--- config.mk ---
export PLATFORM = sky130hd
export DESIGN_NAME = awd_window_watchdog
export DESIGN_NICKNAME = d
export VERILOG_FILES = /design/src/rtl/awd_pkg.sv /design/src/rtl/awd_select.sv /design/src/rtl/awd_window.sv /design/src/rtl/awd_flag.sv /design/src/rtl/awd_window_watchdog.sv
export SDC_FILE = /design/constraint.sdc
export NUM_CORES = 1
export LEC_CHECK = 0
export BUFFER_PORTS_ARGS = -buffer_cell sky130_fd_sc_hd__buf_2
export CORE_MARGIN = 5
export CORE_UTILIZATION = 36
export CTS_BUF_LIST = sky130_fd_sc_hd__clkbuf_4 sky130_fd_sc_hd__clkbuf_8
export DETAILED_ROUTE_END_ITERATION = 10
export PLACE_DENSITY = 0.78
export REMOVE_ABC_BUFFERS = 1
export SLEW_MARGIN = 25
export SYNTH_ARGS = -nofsm -noshare
export SYNTH_HDL_FRONTEND = slang
export SYNTH_SLANG_ARGS = --single-unit
--- constraint.sdc ---
create_clock -name clk -period 1.6 [get_ports clk]
set_clock_uncertainty 0.15 [all_clocks]
set_input_delay 0.24 -clock clk [delete_from_list [all_inputs] [get_ports clk]]
set_output_delay 0.24 -clock clk [all_outputs]
set_load 0.05 [all_outputs]
--- src/rtl/awd_pkg.sv ---
package awd_pkg;
  typedef enum logic {
    GRP_REGULAR  = 1'b0,
    GRP_INSERTED = 1'b1
  } awd_group_e;
endpackage

--- src/rtl/awd_select.sv ---
// Decides whether a result is subject to monitoring: group enable plus
// optional single-channel restriction.
module awd_select
  import awd_pkg::*;
#(
  parameter int CHAN_W = 5
) (
  input  logic              valid,
  input  awd_group_e        group,
  input  logic [CHAN_W-1:0] chan,
  input  logic              reg_en,
  input  logic              ins_en,
  input  logic              single,
  input  logic [CHAN_W-1:0] chan_sel,
  output logic              watch
);
  logic grp_on;
  logic chan_ok;

  always_comb begin
    grp_on  = (group == GRP_INSERTED) ? ins_en : reg_en;
    chan_ok = !single || (chan == chan_sel);
    watch   = valid && grp_on && chan_ok;
  end
endmodule

--- src/rtl/awd_window.sv ---
// Unsigned window compare on the raw (unaligned) result.
module awd_window #(
  parameter int DATA_W = 12
) (
  input  logic [DATA_W-1:0] data,
  input  logic [DATA_W-1:0] high,
  input  logic [DATA_W-1:0] low,
  output logic              outside
);
  logic below;
  logic above;

  always_comb begin
    below   = data < low;
    above   = data > high;
    outside = below || above;
  end
endmodule

--- src/rtl/awd_flag.sv ---
// Sticky event flag and registered interrupt.
module awd_flag (
  input  logic clk,
  input  logic rst,
  input  logic hit,
  input  logic clear,
  input  logic irq_en,
  output logic flag,
  output logic irq
);
  logic flag_d;

  always_comb begin
    if (clear) flag_d = 1'b0;
    else       flag_d = flag || hit;
  end

  always_ff @(posedge clk) begin
    if (rst) begin
      flag <= 1'b0;
      irq  <= 1'b0;
    end else begin
      flag <= flag_d;
      irq  <= flag_d && irq_en;
    end
  end

  // a qualified out-of-window hit without clear sets the flag next cycle
  assert_hit_sets_R2: assert property (@(posedge clk) disable iff (rst)
    (hit && !clear) |=> flag);

  // clear wins and the flag is otherwise sticky
  assert_clear_wins_R8: assert property (@(posedge clk) disable iff (rst)
    clear |=> !flag);
  assert_sticky_R8: assert property (@(posedge clk) disable iff (rst)
    (flag && !clear) |=> flag);

  // nothing sets the flag without a hit
  assert_no_spurious_R10: assert property (@(posedge clk) disable iff (rst)
    (!flag && !hit) |=> !flag);

  // interrupt tracks flag gated by previous-cycle enable
  assert_irq_gate_R9: assert property (@(posedge clk) disable iff (rst)
    irq == (flag && $past(irq_en)));
endmodule

--- src/rtl/awd_window_watchdog.sv ---
module awd_window_watchdog
  import awd_pkg::*;
#(
  parameter int DATA_W = 12,
  parameter int CHAN_W = 5
) (
  input  logic              clk,
  input  logic              rst,
  input  logic              res_valid,
  input  logic [DATA_W-1:0] res_data,
  input  logic [CHAN_W-1:0] res_chan,
  input  logic              res_inserted,
  input  logic              cfg_reg_en,
  input  logic              cfg_ins_en,
  input  logic              cfg_single,
  input  logic [CHAN_W-1:0] cfg_chan,
  input  logic [DATA_W-1:0] cfg_high,
  input  logic [DATA_W-1:0] cfg_low,
  input  logic              cfg_irq_en,
  input  logic              evt_clear,
  output logic              evt_flag,
  output logic              irq
);
  awd_group_e grp;
  logic       watch;
  logic       outside;
  logic       hit;

  assign grp = awd_group_e'(res_inserted);
  assign hit = watch && outside;

  awd_select #(.CHAN_W(CHAN_W)) u_select (
    .valid    (res_valid),
    .group    (grp),
    .chan     (res_chan),
    .reg_en   (cfg_reg_en),
    .ins_en   (cfg_ins_en),
    .single   (cfg_single),
    .chan_sel (cfg_chan),
    .watch    (watch)
  );

  awd_window #(.DATA_W(DATA_W)) u_window (
    .data    (res_data),
    .high    (cfg_high),
    .low     (cfg_low),
    .outside (outside)
  );

  awd_flag u_flag (
    .clk    (clk),
    .rst    (rst),
    .hit    (hit),
    .clear  (evt_clear),
    .irq_en (cfg_irq_en),
    .flag   (evt_flag),
    .irq    (irq)
  );

  // a result from a disabled group leaves a clear flag clear
  assert_group_gate_R3: assert property (@(posedge clk) disable iff (rst)
    (!evt_flag && res_valid &&
     ((!res_inserted && !cfg_reg_en) || (res_inserted && !cfg_ins_en)))
    |=> !evt_flag);

  // in single-channel mode other channels are ignored
  assert_single_chan_R6: assert property (@(posedge clk) disable iff (rst)
    (!evt_flag && cfg_single && res_chan != cfg_chan) |=> !evt_flag);

  // an in-window result never raises the flag
  assert_in_window_R5: assert property (@(posedge clk) disable iff (rst)
    (!evt_flag && res_data >= cfg_low && res_data <= cfg_high) |=> !evt_flag);
endmodule

==> metrics.txt, run 1 <==
outcome completed; FF/Latch Area between 40 and 50 um2; routability cong. about 0.7; first-pass GRT wire length between 2 and 3 mm; ys flop type dfxtp_1; largest net degree at the start of global routing 4; Hold Slack 0.0774 ns; CTS Buf Count 3; CTS tree built; number of diodes 0; routed wire length per instance 12.0 um; top cells by area in the synthesized netlist ha_1, inv_1, xnor2_1; CORE AREA slightly below 2000 um2; clock tree root buffer cell clkbuf_4; vias in the first global route ~840; CP max-delay cell ha_4; Syn Area/Cell between 7 and 8 um2; FILL cells between 150 and 200; Mapped Area about 700 um2; total of warnings raised by yosys 0; placed wire-length estimate 1.91 mm; Leak about 0.69 nW; # DRC 0; drt first pass iters 4; initial antenna violation count 0; worst path bufs/invs 1; clk slew on worst S/H paths approximately 0.03 ns; Site Rows 16; count of port buffers added during placement 56; Max clock buf depth 2; Starting Density a little under two fifths; io pins 57; area share of the largest cell type after synthesis between 40% and 50%; GRT Util Overall approximately 14%; final worst-path cycle share 97.5%; Crit path largest cell delay about 0.24 ns; Final Setup Violations 0; Worst EP arrival 1.58 ns; normalized max-slew margin between 80% and 90%; area of the multi-input gates approximately 720 um2; Max-cap violations 0; H-tree levels 1; HP Class input port to flop; Tot Pwr 0.453 mW; initial DRC count 7; Die Span Y 54.4 um; Pins Over Slew Limit 0; Fmax 0.641 GHz; Critical Path RT 1.62 ns; final-report hold violation count 0; GR Overflow Total 0; VDD IR max 0.182 mV; register bit total from synthesis 2; CP Cell Sequence buf_2 > ha_4 > a211oi_2 > o21ai_1 > a21oi_1 > o21ai_1 > a31oi_1 > and2_1; top cell type by total area after synthesis ha_1; Final Net Count around 240; Setup TNS 0 ns; Syn-to-layout area delta 74.6%; Worst-Margin Slew ~0.26 ns; Largest delay share family, worst path compound AO/OA/AOI/OAI gates; Cells after Synth 97; fin crit period between 1.5 and 2 ns; die width approximately 54 um; Post-synth EDFFs 0; DRT Wirelength ~2.3 mm; total die area just under 3000 um2; Worst path most repeated cell o21ai_1; Post-CTS Hold Fix Bufs 0; routed vias a little over 900; CP Capture Type flop; critical path class input port to flop; Setup Fix Bufs, Post-CTS 0; worst-path fanout max 2; insertion delay to the later sink of the worst-skew pair 0.23 ns; Synth cell types 21; Vias/cell ~4.9; ys async rst share 0%; sinks on the clock net 2; PD cells roughly 370 nW/um2; Final ANT Viol Nets 0; ratio of cells with drive above 1 in the final layout between 50% and 60%; CP startpoint kind input port; post-synthesis sequential area ratio roughly 5.7%
==> state kept, by name, summed over array words and instances (netlist names) <==
signal	count
u_flag.irq	1
u_flag.flag	1
==> stage by stage <==
step                      std cells  util [%]  area (um2)  worst slack [ns]
final                           188      64.3        1240            0.0395
after global routing            188      64.3        1240           -0.0695
after CTS                       188      56.6        1090            0.0109
after detailed placement        185      55.1        1060            -0.264
after global placement          185      55.1        1060            -0.178
after floorplan                  97         -         708           -0.0368
==> power breakdown <==
part | internal [mW] | switching [mW]
Combinational | 0.157 | 0.128
Clock | 0.0830 | 0.0329
Sequential | 0.0513 | 0.000451
==> cells by family (layout without fill, tap and decap cells) <==
family	Yosys count	in the layout	synth area share [%]
buffers and inverters	24	88	12.7
adder cells (fa/ha/maj)	23	23	40.6
AO/OA/AOI/OAI	22	22	18.7
AND/OR/NAND/NOR	20	20	14.5
XOR/XNOR	5	5	6.18
flip-flops	2	2	5.65
multiplexers	1	1	1.59
==> final cells by class <==
type / count / share of cell area (%)
clock buffers: 3 / 1.82
flip-flops and latches: 2 / 3.24
inverters: 24 / 7.49
repair buffers: 61 / 26.4
multi-input cells: 71 / 58.3
well taps: 27 / 2.73
==> Yosys cell counts (2+ instances only) <==
| master | number |
|---|---|
| ha_1 | 23 |
| a21o_1 | 4 |
| nand3_1 | 3 |
| o21ai_0 | 4 |
| nand2_1 | 5 |
| inv_1 | 24 |
| a211oi_1 | 2 |
| nand4_1 | 5 |
| dfxtp_1 | 2 |
| nor2_1 | 2 |
| a21oi_1 | 8 |
| nor2b_1 | 2 |
| xnor2_1 | 5 |
==> layout by cell type (no fill, tap or decap), drive strengths merged <==
cell / n
a21oi: 8
nor2: 2
xnor2: 5
ha: 23
clkbuf: 3
inv: 24
or3: 1
nand3: 3
dfxtp: 2
mux2: 1
o211ai: 1
a211oi: 2
a31oi: 1
and2: 1
nor2b: 2
o31ai: 1
nand4: 5
nor3: 1
a21o: 4
o21ai: 4
nand2: 5
o22ai: 1
buf: 61
==> repair_timing <==
| item | 4_1_cts | 5_1_grt |
|---|---|---|
| resized for setup | 1 | 23 |
| endpoints found under the setup margin | 1 | 1 |
| pin swaps | 2 | 10 |
| gates cloned | 0 | 0 |
==> routing by layer <==
| layer | part of all wire (%) | GRT usage (%) | wire length [um] |
|---|---|---|---|
| met4 | 1.5 | 7.47 | 34 |
| met5 | 0 | 0 | 0 |
| met2 | 52 | 29.1 | 1180 |
| met1 | 36 | 11.9 | 804 |
| met3 | 11 | 3.27 | 244 |
==> path summary, 6_finish.rpt <==
check	from	endpoint	slack [ns]	cells after the start
worst max-delay path	res_data[2]	u_flag.irq$_SDFF_PP0_	0.04	8
worst min-delay path	cfg_irq_en	u_flag.irq$_SDFF_PP0_	0.08	2
worst max register to register	u_flag.flag$_SDFF_PP0_	u_flag.irq$_SDFF_PP0_	0.64	3
worst min register to register	u_flag.flag$_SDFF_PP0_	u_flag.flag$_SDFF_PP0_	0.35	2
(Power assumes the default switching activity.)
==> run 2, diff against run 1 <==
--- a/config.mk
+++ b/config.mk
@@ -7,10 +7,11 @@
 export LEC_CHECK = 0
 export BUFFER_PORTS_ARGS = -buffer_cell sky130_fd_sc_hd__buf_2
 export CORE_MARGIN = 5
-export CORE_UTILIZATION = 36
+export CORE_UTILIZATION = 43
 export CTS_BUF_LIST = sky130_fd_sc_hd__clkbuf_4 sky130_fd_sc_hd__clkbuf_8
 export DETAILED_ROUTE_END_ITERATION = 10
-export PLACE_DENSITY = 0.78
+export PLACE_DENSITY = 0.87
+export RECOVER_POWER = 50
 export REMOVE_ABC_BUFFERS = 1
 export SLEW_MARGIN = 25
 export SYNTH_ARGS = -nofsm -noshare
==> constraint.sdc (replaced) <==
create_clock -name clk -period 1.95 [get_ports clk]
set_clock_uncertainty 0.15 [all_clocks]
set_input_delay 0.2925 -clock clk [delete_from_list [all_inputs] [get_ports clk]]
set_output_delay 0.2925 -clock clk [all_outputs]
set_load 0.05 [all_outputs]
==> metrics.txt, run 2 (synthesized netlist as in run 1, its figures left out) <==
CP Cell Sequence buf_2 > ha_1 > nor2b_1 > o211ai_1 > a211oi_1 > o31ai_1 > a31oi_1 > and2_1; Final Net Count roughly 240; area of the multi-input gates 578 um2; reg-to-reg slack, setup just under 1 ns; Die Span Y between 50 and 60 um; worst r2r path cells 3; DRT Wirelength 1.95 mm; first-pass GRT wire length around 3.3 mm; GR Overflow Total 0; dpl cells between 150 and 200; most frequent cells in the layout buf_2, inv_1, ha_1; total die area 2560 um2; drt first pass iters 1; routed vias between 800 and 900; critical hold path startpoint cfg_irq_en; normalized max-slew margin between 50% and 60%; CP startpoint kind input port; Post-CTS Hold Fix Bufs 0; outcome completed; Syn-to-layout area delta 45.2%; WHS Path Cells 2; largest net degree at the start of global routing 4; FF/Latch Area 40.0 um2; final worst-path cycle share between 80% and 90%; Pins Over Slew Limit 0; Hold EP u_flag.irq$_SDFF_PP0_; final-report hold violation count 0; fin crit period ~1.6 ns; Site Rows 14; routed wire length per instance ~11 um; placed wire-length estimate approximately 1.9 mm; VDD IR max about 0.17 mV; clock tree root buffer cell clkbuf_4; io pins 57; GRT Util Overall between 10% and 20%; count of port buffers added during placement 56; PD cells between 300 and 400 nW/um2; CTS tree built; worst-path fanout max 2; Worst-Margin Slew about 0.6 ns; Critical Path RT 1.92 ns; largest registers u_flag.flag: 1 flops, u_flag.irq: 1 flops; vias in the first global route approximately 900; initial DRC count 0; Starting Density roughly 46%; die width 50.6 um; H-tree levels 1; initial antenna violation count 0; RSZ-0062 raised after global routing no; HP Class input port to flop; RR Startpoint u_flag.flag$_SDFF_PP0_; number of diodes 0; FILL cells 140; Leak roughly 0.65 nW; Worst EP arrival around 1.6 ns; Max-cap violations 0; CTS Buf Count 3; Crit Reg-Reg Endpoint u_flag.irq$_SDFF_PP0_; ratio of cells with drive above 1 in the final layout 37.2%; Fmax 0.609 GHz; Vias/cell approximately 5.0; insertion delay to the later sink of the worst-skew pair 0.22 ns; Final ANT Viol Nets 0; # DRC 0; critical path class input port to flop; post-cts resize count 0; CORE AREA approximately 1500 um2; sinks on the clock net 2; Final Setup Violations 0; Crit path largest cell delay slightly below 0.3 ns; most common cell after layout, fill and taps aside buf_2; non-filler instance count after layout 172; Setup Fix Bufs, Post-CTS 0; Setup TNS 0 ns; CP max-delay cell ha_1; routability cong. around 0.74; Max clock buf depth 2; clk slew on worst S/H paths approximately 0.03 ns; CP Capture Type flop
==> run 2: per-layer routing <==
layer / vias up / track usage, % / share of wire (%)
li1: 453 / - / -
met1: 360 / 15.7 / 35
met2: 38 / 31.2 / 53
met3: 4 / 2.07 / 10
met4: 0 / 7.66 / 1.8
met5: - / 0 / 0
==> run 2: how the worst max path moves through the flow <==
stage	slack, ns	from	endpoint	depth (start not counted)
6_report	0.31	res_data[1]	u_flag.irq$_SDFF_PP0_	8
4_1_cts	0.32	res_data[1]	u_flag.irq$_SDFF_PP0_	8
2_1_floorplan	0.26	cfg_high[10]	u_flag.irq$_SDFF_PP0_	7
3_3_place_gp	0.12	res_data[1]	u_flag.irq$_SDFF_PP0_	8
3_5_place_dp	0.08	res_data[1]	u_flag.irq$_SDFF_PP0_	8
5_1_grt	0.17	res_data[1]	u_flag.irq$_SDFF_PP0_	8
==> run 2: final cells by class <==
class | instances | area share [%]
clock buffers | 3 | 2.19
inverters | 24 | 8.76
multi-input cells | 71 | 56.2
flip-flops and latches | 2 | 3.89
well taps | 16 | 1.95
repair buffers | 56 | 27.0
==> run 2: worst max-delay path, delay by kind of cell <==
family,cells,cell delay [ns]
adder cells (fa/ha/maj),1,0.29
buffers and inverters,1,0.11
AO/OA/AOI/OAI,4,0.61
AND/OR/NAND/NOR,2,0.29
==> run 2: per-stage QoR <==
step | hold slack (ns) | utilization (%) | setup slack, ns | cell area, um2 | total power [mW]
4_1_cts | 0.124 | 66.9 | 0.317 | 1030 | 0.322
6_report | 0.127 | 66.7 | 0.307 | 1030 | 0.315
3_5_place_dp | 0.327 | 65.4 | 0.0760 | 1010 | 0.226
3_3_place_gp | 0.329 | 65.4 | 0.122 | 1010 | 0.216
5_1_grt | 0.137 | 66.7 | 0.174 | 1030 | 0.351
2_1_floorplan | 0.264 | - | 0.261 | 708 | 0.142
==> run 2: power by group <==
| group | leakage [nW] | switching, mW | internal, mW | total [mW] |
|---|---|---|---|---|
| clock network | 0.0138 | 0.0238 | 0.0679 | 0.0917 |
| registers | 0.0162 | 0.000419 | 0.0421 | 0.0425 |
| logic | 0.616 | 0.0838 | 0.0969 | 0.181 |
| total | 0.646 | 0.108 | 0.207 | 0.315 |
